### src/rtl/hash_cmp_pkg.sv
package hash_cmp_pkg;

  // Strobes passed from the control to the datapath.
  typedef struct packed {
    logic evalEn;  // a valid hash is judged at this edge
    logic idleEn;  // no hash present: outputs return low
  } cmp_strobe_t;

  localparam int BYTE_W = 8;

endpackage

### src/rtl/hash_cmp_ctrl.sv
module hash_cmp_ctrl
  import hash_cmp_pkg::*;
#(
  parameter int NUM_BYTES = 32,
  parameter int CNT_W     = 5,
  parameter int MIN_ZERO  = 4
) (
  input  logic             hashValid,
  input  logic [CNT_W-1:0] zeroBytesReq,
  output cmp_strobe_t      strobe,
  output logic [CNT_W-1:0] zeroReqEff
);

  localparam int MAX_ZERO = NUM_BYTES - 1;
  localparam logic [CNT_W-1:0] MinCnt = CNT_W'(MIN_ZERO);
  localparam logic [CNT_W-1:0] MaxCnt = CNT_W'(MAX_ZERO);

  always_comb begin
    strobe.evalEn = hashValid;
    strobe.idleEn = !hashValid;
  end

  // Keep the screen inside the range the target format allows.
  always_comb begin
    if (zeroBytesReq < MinCnt)      zeroReqEff = MinCnt;
    else if (zeroBytesReq > MaxCnt) zeroReqEff = MaxCnt;
    else                            zeroReqEff = zeroBytesReq;
  end

endmodule

### src/rtl/hash_cmp_datapath.sv
module hash_cmp_datapath
  import hash_cmp_pkg::*;
#(
  parameter int HASH_W = 256,
  parameter int WORD_W = 32,
  parameter int CNT_W  = 5
) (
  input  logic              clk,
  input  logic              rstN,
  input  cmp_strobe_t       strobe,
  input  logic [CNT_W-1:0]  zeroReqEff,
  input  logic [HASH_W-1:0] hashIn,
  input  logic [HASH_W-1:0] targetIn,
  output logic              solutionOut,
  output logic              rejectOut
);

  localparam int NUM_BYTES = HASH_W / BYTE_W;
  localparam int NUM_WORDS = HASH_W / WORD_W;

  logic [NUM_BYTES-1:0] byteZero;
  logic [NUM_BYTES-1:0] byteNeedZero;
  logic [NUM_WORDS-1:0] wordLt;
  logic [NUM_WORDS-1:0] wordEq;
  logic prefixOk;
  logic hashBelow;
  logic isSolution;
  logic solutionQ;
  logic rejectQ;

  // Leading-zero screen: index 0 is the most significant byte.
  for (genvar gB = 0; gB < NUM_BYTES; gB++) begin : g_byte
    assign byteZero[gB]     = (hashIn[HASH_W-1-BYTE_W*gB -: BYTE_W] == '0);
    assign byteNeedZero[gB] = (CNT_W'(gB) < zeroReqEff);
  end

  assign prefixOk = &(byteZero | ~byteNeedZero);

  // Magnitude compare split into words, resolved from the top word down.
  for (genvar gW = 0; gW < NUM_WORDS; gW++) begin : g_word
    logic [WORD_W-1:0] hWord;
    logic [WORD_W-1:0] tWord;
    assign hWord      = hashIn[HASH_W-1-WORD_W*gW -: WORD_W];
    assign tWord      = targetIn[HASH_W-1-WORD_W*gW -: WORD_W];
    assign wordLt[gW] = (hWord < tWord);
    assign wordEq[gW] = (hWord == tWord);
  end

  always_comb begin
    logic decided;
    decided   = 1'b0;
    hashBelow = 1'b0;
    for (int w = 0; w < NUM_WORDS; w++) begin
      if (!decided && !wordEq[w]) begin
        hashBelow = wordLt[w];
        decided   = 1'b1;
      end
    end
  end

  assign isSolution = prefixOk && hashBelow;

  always_ff @(posedge clk) begin
    if (!rstN) begin
      solutionQ <= 1'b0;
      rejectQ   <= 1'b0;
    end else if (strobe.idleEn) begin
      solutionQ <= 1'b0;
      rejectQ   <= 1'b0;
    end else if (strobe.evalEn) begin
      solutionQ <= isSolution;
      rejectQ   <= !isSolution;
    end
  end

  assign solutionOut = solutionQ;
  assign rejectOut   = rejectQ;

endmodule

### src/rtl/hash_target_cmp.sv
module hash_target_cmp
  import hash_cmp_pkg::*;
#(
  parameter int HASH_W   = 256,
  parameter int WORD_W   = 32,
  parameter int CNT_W    = 5,
  parameter int MIN_ZERO = 4
) (
  input  logic              clk,
  input  logic              rstN,
  input  logic              hashValid,
  input  logic [HASH_W-1:0] hashIn,
  input  logic [HASH_W-1:0] targetIn,
  input  logic [CNT_W-1:0]  zeroBytesReq,
  output logic              solutionOut,
  output logic              rejectOut
);

  localparam int NUM_BYTES = HASH_W / BYTE_W;

  cmp_strobe_t      strobe;
  logic [CNT_W-1:0] zeroReqEff;

  hash_cmp_ctrl #(
    .NUM_BYTES(NUM_BYTES),
    .CNT_W    (CNT_W),
    .MIN_ZERO (MIN_ZERO)
  ) u_ctrl (
    .hashValid   (hashValid),
    .zeroBytesReq(zeroBytesReq),
    .strobe      (strobe),
    .zeroReqEff  (zeroReqEff)
  );

  hash_cmp_datapath #(
    .HASH_W(HASH_W),
    .WORD_W(WORD_W),
    .CNT_W (CNT_W)
  ) u_dp (
    .clk        (clk),
    .rstN       (rstN),
    .strobe     (strobe),
    .zeroReqEff (zeroReqEff),
    .hashIn     (hashIn),
    .targetIn   (targetIn),
    .solutionOut(solutionOut),
    .rejectOut  (rejectOut)
  );

endmodule

### config.mk
export PLATFORM = sky130hd
export DESIGN_NAME = hash_target_cmp
export DESIGN_NICKNAME = d
export VERILOG_FILES = /design/src/rtl/hash_cmp_pkg.sv /design/src/rtl/hash_cmp_ctrl.sv /design/src/rtl/hash_cmp_datapath.sv /design/src/rtl/hash_target_cmp.sv
export SDC_FILE = /design/constraint.sdc
export NUM_CORES = 1
export LEC_CHECK = 0
export BUFFER_PORTS_ARGS = -buffer_cell sky130_fd_sc_hd__buf_2
export CORE_AREA = 5 5 203 205
export CTS_BUF_LIST = sky130_fd_sc_hd__clkbuf_8
export DETAILED_ROUTE_END_ITERATION = 6
export DIE_AREA = 0 0 208 210
export PLACE_DENSITY = 0.51
export SYNTH_ARGS = -nofsm -noshare
export SYNTH_HDL_FRONTEND = slang
export SYNTH_SLANG_ARGS = --single-unit
### constraint.sdc
create_clock -name clk -period 2.2 [get_ports clk]
set_clock_uncertainty 0.1 [all_clocks]
set_input_delay 0.22 -clock clk [delete_from_list [all_inputs] [get_ports clk]]
set_output_delay 0.22 -clock clk [all_outputs]
set_load 0.1 [all_outputs]
==> metrics.yaml, run 1 <==
floorplanning:
  fp.dieArea_um2: 43700
  coreArea_um2: 39300
  start_util_pct: 19.3
  fp.dieH_um: 210
  die_w_um: 208
  placementRows: 73
  ioPinCount: 522
min_path:
  holdPathStages: 3
  hold_start: "hashValid"
  hold_path_end: "u_dp.solutionOut"
  hp-class: "input port to register"
critical_path:
  cp_data_arrival_time_ps: 2460
  crit_type: "input port to register"
  cp.required_ps: 2200
  crit_fanout: 4
  worstSetupEndpointType: "register"
  start_kind: "input port"
timing:
  rsz0062_at_grt: "true"
  fin_crit_sh_pct: 112
  setup_violations: 2
  relSlewSlack_pct: 53.3
  slew_violations: 0
  hold_viol: 0
  layout_setup_ws_ps: -255
  max_freq_mhz: 407
  worst_slew_pin_slew_ps: 694
  period_minus_slack_ps: 2450
final_layout:
  n_fill_cell: 4278
  final_area_um2: 13600
  layout.nets: 2638
  layout-drive-gt1-share_pct: 47.1
  utilization_pct: 34.7
  area_delta_synth_final_pct: 80.0
logic_synthesis:
  postSynthAreaPerCell_um2: 7.04
  synth_area_leaders: "ha_1 (42%), inv_1 (13%), a21oi_1 (6.3%)"
  synth_ff_type: "dfxtp_1"
  yosys.area.top_type: "ha_1"
  syn_inst: 1077
  ys_seq_elements: 2
  yosys_warnings: 0
  synth-edff-count: 0
  synthesis.area_um2: 7580
  synth_top_area_share_pct: 42.3
  synth_cell_types: 62
  synth-seq-area-share_pct: 0.528
  syn_nets: 1853
  netlist_top_cells_count: "inv_1 (265), ha_1 (256), a21oi_1 (95), nor4_1 (65), nand4_1 (63)"
  async_reset_ff_share_pct: 0
  synth.most_common_cell: "inv_1"
placement:
  dp_hpwl_um: 40500
  gp_congestion: 0.971
  io_buffers: 521
  dpl_cell_area_um2: 12800
global_route:
  grt_pass1_vias: 11900
  gr-usage-met2_pct: 34.9
  grt_max_degree: 10
  met1_usage_pct: 20.9
  grt_pass1_wl_um: 64000
  overflow: 0
  grt_util_met3_pct: 3.53
  grt_usage_pct: 18.4
  grt_antenna_before_repair: 12
  grt_busiest_layer: "met2"
detailed_routing:
  dr_total_vias: 10800
  drcViolationCount: 0
  routed_wl_um: 42900
  drt_first_iter_violations: 376
  wl_per_cell_um: 17.9
  drt-vias-per-instance: 4.53
  drt_pass1_iterations: 6
  final_antenna_net_count: 0
power:
  leakagePower_nw: 7.80
  powerDensity_nw_per_um2: 184
  ir_drop_mv: 0.0955
clocking:
  postCtsHoldBufs: 0
  ctsHtreeMaxLevel: 1
  clk_pin_slew_ps: 30
  cts-root-buf: "clkbuf_8"
  numCtsBuffers: 3
  clock_sinks: 2
  clockBufferDepth: 2
  cts_tree: "yes"
outcome:
  status: "finished with violations"
  violations: "setup timing"
job:
  maxCapViolations: 0
[cells by family (layout without fill, tap and decap cells)]
logic type | count (synthesis) | after routing | share of synthesized area (%)
compound gates | 240 | 240 | 20.3
fa+ha+maj | 256 | 256 | 42.3
buf+inv | 270 | 1053 | 13.4
flops | 2 | 2 | 0.528
mux | 1 | 1 | 0.132
other cells | 0 | 11 | 0
simple gates | 308 | 308 | 23.3
[how the worst max path moves through the flow]
| stage | start | to | slack (ps) | cells after the start |
|---|---|---|---|---|
| 2_1_floorplan | targetIn[255] | u_dp.solutionOut | -50 | 10 |
| 3_3_place_gp | hashIn[77] | u_dp.solutionOut | -1010 | 10 |
| 3_5_place_dp | targetIn[79] | u_dp.solutionOut | -1010 | 11 |
| 4_1_cts | hashIn[177] | u_dp.rejectOut | -190 | 11 |
| 5_1_grt | targetIn[250] | u_dp.solutionOut | -340 | 11 |
| 6_report | targetIn[246] | u_dp.solutionOut | -250 | 11 |
[cell type report]
class / count / area (µm²) / area share (%)
flip-flops and latches: 2 / 40.0 / 0.294
well taps: 525 / 657 / 4.82
multi-input cells: 805 / 7140 / 52.3
clock buffers: 3 / 41.3 / 0.303
inverters: 266 / 1020 / 7.50
diodes: 11 / 27.5 / 0.202
repair buffers: 784 / 4710 / 34.5
[cells in the final DEF, fill, tap and decap left out, types with 11 or more instances in the layout]
master	count
nand3_1	32
buf_4	261
diode_2	11
a21oi_1	94
o211ai_1	12
nor2_1	27
o21ai_0	35
inv_1	250
buf_2	504
buf_6	15
a21o_1	24
nor3_1	15
inv_2	11
ha_1	225
ha_4	31
a211oi_1	15
nand2_1	49
nor4_1	53
nand4_1	63
[repair_timing]
action | CTS | global route
gates cloned | 0 | 0
hold endpoints to repair | 0 | 0
setup endpoints to repair | 2 | 2
gates resized for setup | 88 | 27
buffers inserted | 6 | 5
pin swaps | 34 | 17
[where the power goes]
group	total [W]	internal (W)	switching [W]
sequential	0.0000386	0.0000382	0.000000392
clock	0.000145	0.000116	0.0000288
combinational	0.00233	0.00122	0.00110
total	0.00251	0.00138	0.00113
[state kept, by name, indices dropped and copies added, names as in the netlist]
signal and cells:
u_dp.rejectOut 1, u_dp.solutionOut 1
[critical path, stage by stage]
cell	delay (ps)
buf_2	120
inv_1	70
ha_4	260
nand4_1	170
nor4_4	330
nand3_2	150
nor3_4	330
buf_4	170
o2111a_1	220
nor2_1	70
a2111oi_2	350
[per-layer routing]
layer,part of all wire (%),up-vias
met5,0.030,-
met1,40,4858
li1,-,5529
met4,3.0,2
met3,5.8,56
met2,51,402
[metrics by stage]
step | TNS [ps] | hold WS, ps | setup WS, ps | cells | total power (W)
after floorplan | -47.1 | 293 | -47.1 | 1077 | 0.000963
after global placement | -1970 | 441 | -1010 | 2371 | 0.00219
after detailed placement | -1940 | 449 | -1010 | 2371 | 0.00222
after CTS | -380 | 242 | -193 | 2380 | 0.00251
after global routing | -655 | 249 | -340 | 2393 | 0.00281
final | -439 | 240 | -255 | 2396 | 0.00251
Note: power is estimated with default switching activity, not from simulation.
==> run 2: changes to the inputs <==
--- a/config.mk
+++ b/config.mk
@@ -7,9 +7,9 @@
 export LEC_CHECK = 0
 export BUFFER_PORTS_ARGS = -buffer_cell sky130_fd_sc_hd__buf_2
-export CORE_AREA = 5 5 203 205
+export CORE_AREA = 5 5 201 203
 export CTS_BUF_LIST = sky130_fd_sc_hd__clkbuf_8
 export DETAILED_ROUTE_END_ITERATION = 6
-export DIE_AREA = 0 0 208 210
-export PLACE_DENSITY = 0.51
+export DIE_AREA = 0 0 206 208
+export PLACE_DENSITY = 0.5
 export SYNTH_ARGS = -nofsm -noshare
 export SYNTH_HDL_FRONTEND = slang
==> constraint.sdc (replaced) <==
create_clock -name clk -period 2.9 [get_ports clk]
set_clock_uncertainty 0.1 [all_clocks]
set_input_delay 0.29 -clock clk [delete_from_list [all_inputs] [get_ports clk]]
set_output_delay 0.29 -clock clk [all_outputs]
set_load 0.05 [all_outputs]
==> run 2 against run 1 <==
The flow now finishes without violations. Sequential share of layout area increased by 0.063 points. Non-clock buffer count decreased by 222. Clock-buffer cell count unchanged. Total power decreased by 39%. Die area decreased by 1.9%. Global-route usage decreased by 1.0 points. Cell count decreased by 9.8%. Design area decreased by 18%. Wire length decreased by 7.3%. Critical path depth unchanged. Critical endpoint unchanged.
==> metrics.yaml, run 2 (synthesized netlist as in run 1, its figures left out) <==
global_route:
  grt_antenna_before_repair: 8  # -4
  grt_usage_pct: 17.3  # -1.0 points
  grt_max_degree: 11  # +1
  overflow: 0  # unchanged
  grt_pass1_vias: 10800  # -8.8%
  grt_pass1_wl_um: 58600  # -8.4%
timing:
  hold_viol: 0  # unchanged
  max_freq_mhz: 382
  worst_slew_pin_slew_ps: 694  # +0.0852 ps
  period_minus_slack_ps: 2610
  fin_crit_sh_pct: 90.2
  tns_ps: 0  # +439 ps
  slew_violations: 0  # unchanged
  relSlewSlack_pct: 53.3  # about the same
  layout_setup_ws_ps: 286  # +540 ps
  rsz0062_at_grt: "false"
  setup_violations: 0  # -2
detailed_routing:
  drt_first_iter_violations: 288  # -23%
  drcViolationCount: 0  # unchanged
  drt_pass1_iterations: 4  # -2
  routed_wl_um: 39700  # -7.3%
  wl_per_cell_um: 18.4  # +2.8%
  final_antenna_net_count: 0  # unchanged
  drt-vias-per-instance: 4.61  # +1.8%
  dr_total_vias: 9959  # -8.2%
floorplanning:
  ioPinCount: 522  # unchanged
  fp.dieH_um: 208  # -0.95%
  fp.dieArea_um2: 42800  # -1.9%
  die_w_um: 206  # -0.96%
  start_util_pct: 19.8  # +0.50 points
  placementRows: 72  # -1.4%
  coreArea_um2: 38300  # -2.5%
min_path:
  holdPathStages: 3  # unchanged
  hold_start: "hashValid"
  hp-class: "input port to register"
  hold_path_end: "u_dp.solutionOut"
clocking:
  clk_pin_slew_ps: 30  # about the same
  numCtsBuffers: 3  # unchanged
  cts_tree: "yes"
  clock_sinks: 2  # unchanged
  clockBufferDepth: 2  # unchanged
  cts-root-buf: "clkbuf_8"
  ctsHtreeMaxLevel: 1  # unchanged
power:
  leakagePower_nw: 6.66  # -15%
  ir_drop_mv: 0.0754  # -21%
  powerDensity_nw_per_um2: 136  # -26%
  p_total_w: 0.00152  # -39%
placement:
  dp_hpwl_um: 38200  # -5.7%
  dp_slack_ps: -233  # +780 ps
  io_buffers: 521  # unchanged
  place_inst: 2149  # -9.4%
  gp_congestion: 0.927  # -4.5%
critical_path:
  cp_data_arrival_time_ps: 2610  # +150 ps
  path_depth: 11  # unchanged
  worstSetupEndpointType: "register"
  crit_type: "input port to register"
  crit_fanout: 3  # -1
  crit_chain: "buf_2 -> ha_1 -> nand4_1 -> nor4_4 -> nand3_1 -> nor2_1 -> buf_4 -> o2111ai_2 -> o2111ai_1 -> mux2i_1 -> a2111oi_2"
  max_stage_delay_ps: 420  # +70 ps
  cp.required_ps: 2900  # +700 ps
  critPathSlowestCell: "nor4_4"
  crit_family: "simple AND/OR/NAND/NOR gates"
  cp_num_buf_inv: 2  # -1
  start_kind: "input port"
outcome:
  status: "finished, final reports clean"
final_layout:
  layout.nets: 2416  # -8.4%
  most-common-layout-cells: "buf_2 (521), inv_1 (265), ha_1 (256)"
  layout-drive-gt1-share_pct: 35.6  # -12 points
  fin_cells: 2160  # -9.8%
  n_fill_cell: 4258  # -0.47%
  mostFrequentLayoutCell: "buf_2"
  area_delta_synth_final_pct: 48.0
  utilization_pct: 29.3  # -5.4 points
job:
  maxCapViolations: 0  # unchanged
run 2: cell count changes in the layout (fill, tap and decap cells not counted), moves of 5 or more:
cell / previous run / this run
nor4_4: 8 / 3
nor4_1: 53 / 64
nor4_2: 8 / 2
inv_1: 250 / 265
diode_2: 11 / 4
ha_1: 225 / 256
ha_4: 31 / 0
inv_2: 11 / 1
buf_6: 15 / 0
nor3_1: 15 / 20
buf_2: 504 / 521
buf_4: 261 / 40
run 2: repair_timing:
action,4_1_cts,5_1_grt
setup buffers,0,4
pin swaps,0,2
gates resized for setup,1,4
endpoints found under the setup margin,1,1
hold buffers,0,0
endpoints found under the hold margin,0,0
run 2: power by group:
group	switching, W	internal, W
Clock	0.0000207	0.0000877
Combinational	0.000724	0.000662
Sequential	0.000000600	0.0000290
run 2: metal layers:
metal  vias up  wire, µm  track usage [%]  part of all wire [%]
li1       5084         -                -                     -
met4         8      1130             4.47                   2.8
met1      4442     15500             19.1                    39
met3        54      2740             3.44                   6.9
met5         -        55                0                  0.14
met2       371     20300             33.5                    51
run 2: stage by stage:
step                hold slack, ps  cell area (µm²)
floorplan                      350             7580
global placement               490            11100
detailed placement             495            11100
CTS                            277            11200
global route                   296            11200
finish                         276            11200
run 2: worst max-delay path by stage:
stage,start,end,slack [ps]
after floorplan,targetIn[191],u_dp.solutionOut,530
after global placement,hashIn[126],u_dp.solutionOut,-170
after global routing,hashIn[115],u_dp.solutionOut,10
final,hashIn[113],u_dp.solutionOut,290
after CTS,hashIn[110],u_dp.solutionOut,60
after detailed placement,targetIn[126],u_dp.solutionOut,-230
run 2: area by class of cell:
| cell class | count | area [µm²] | area share [%] |
|---|---|---|---|
| clock buffer | 3 | 41.3 | 0.368 |
| multi-input combinational | 805 | 6550 | 58.4 |
| timing repair buffer | 562 | 2930 | 26.1 |
| tap | 518 | 648 | 5.78 |
| inverter | 266 | 998 | 8.90 |
| antenna | 4 | 10.0 | 0.0893 |
| sequential | 2 | 40.0 | 0.357 |
run 2: tightest hold or removal path, stage by stage:
cell and delay [ps]:
buf_2 100, nand2_1 90, a2111oi_2 50
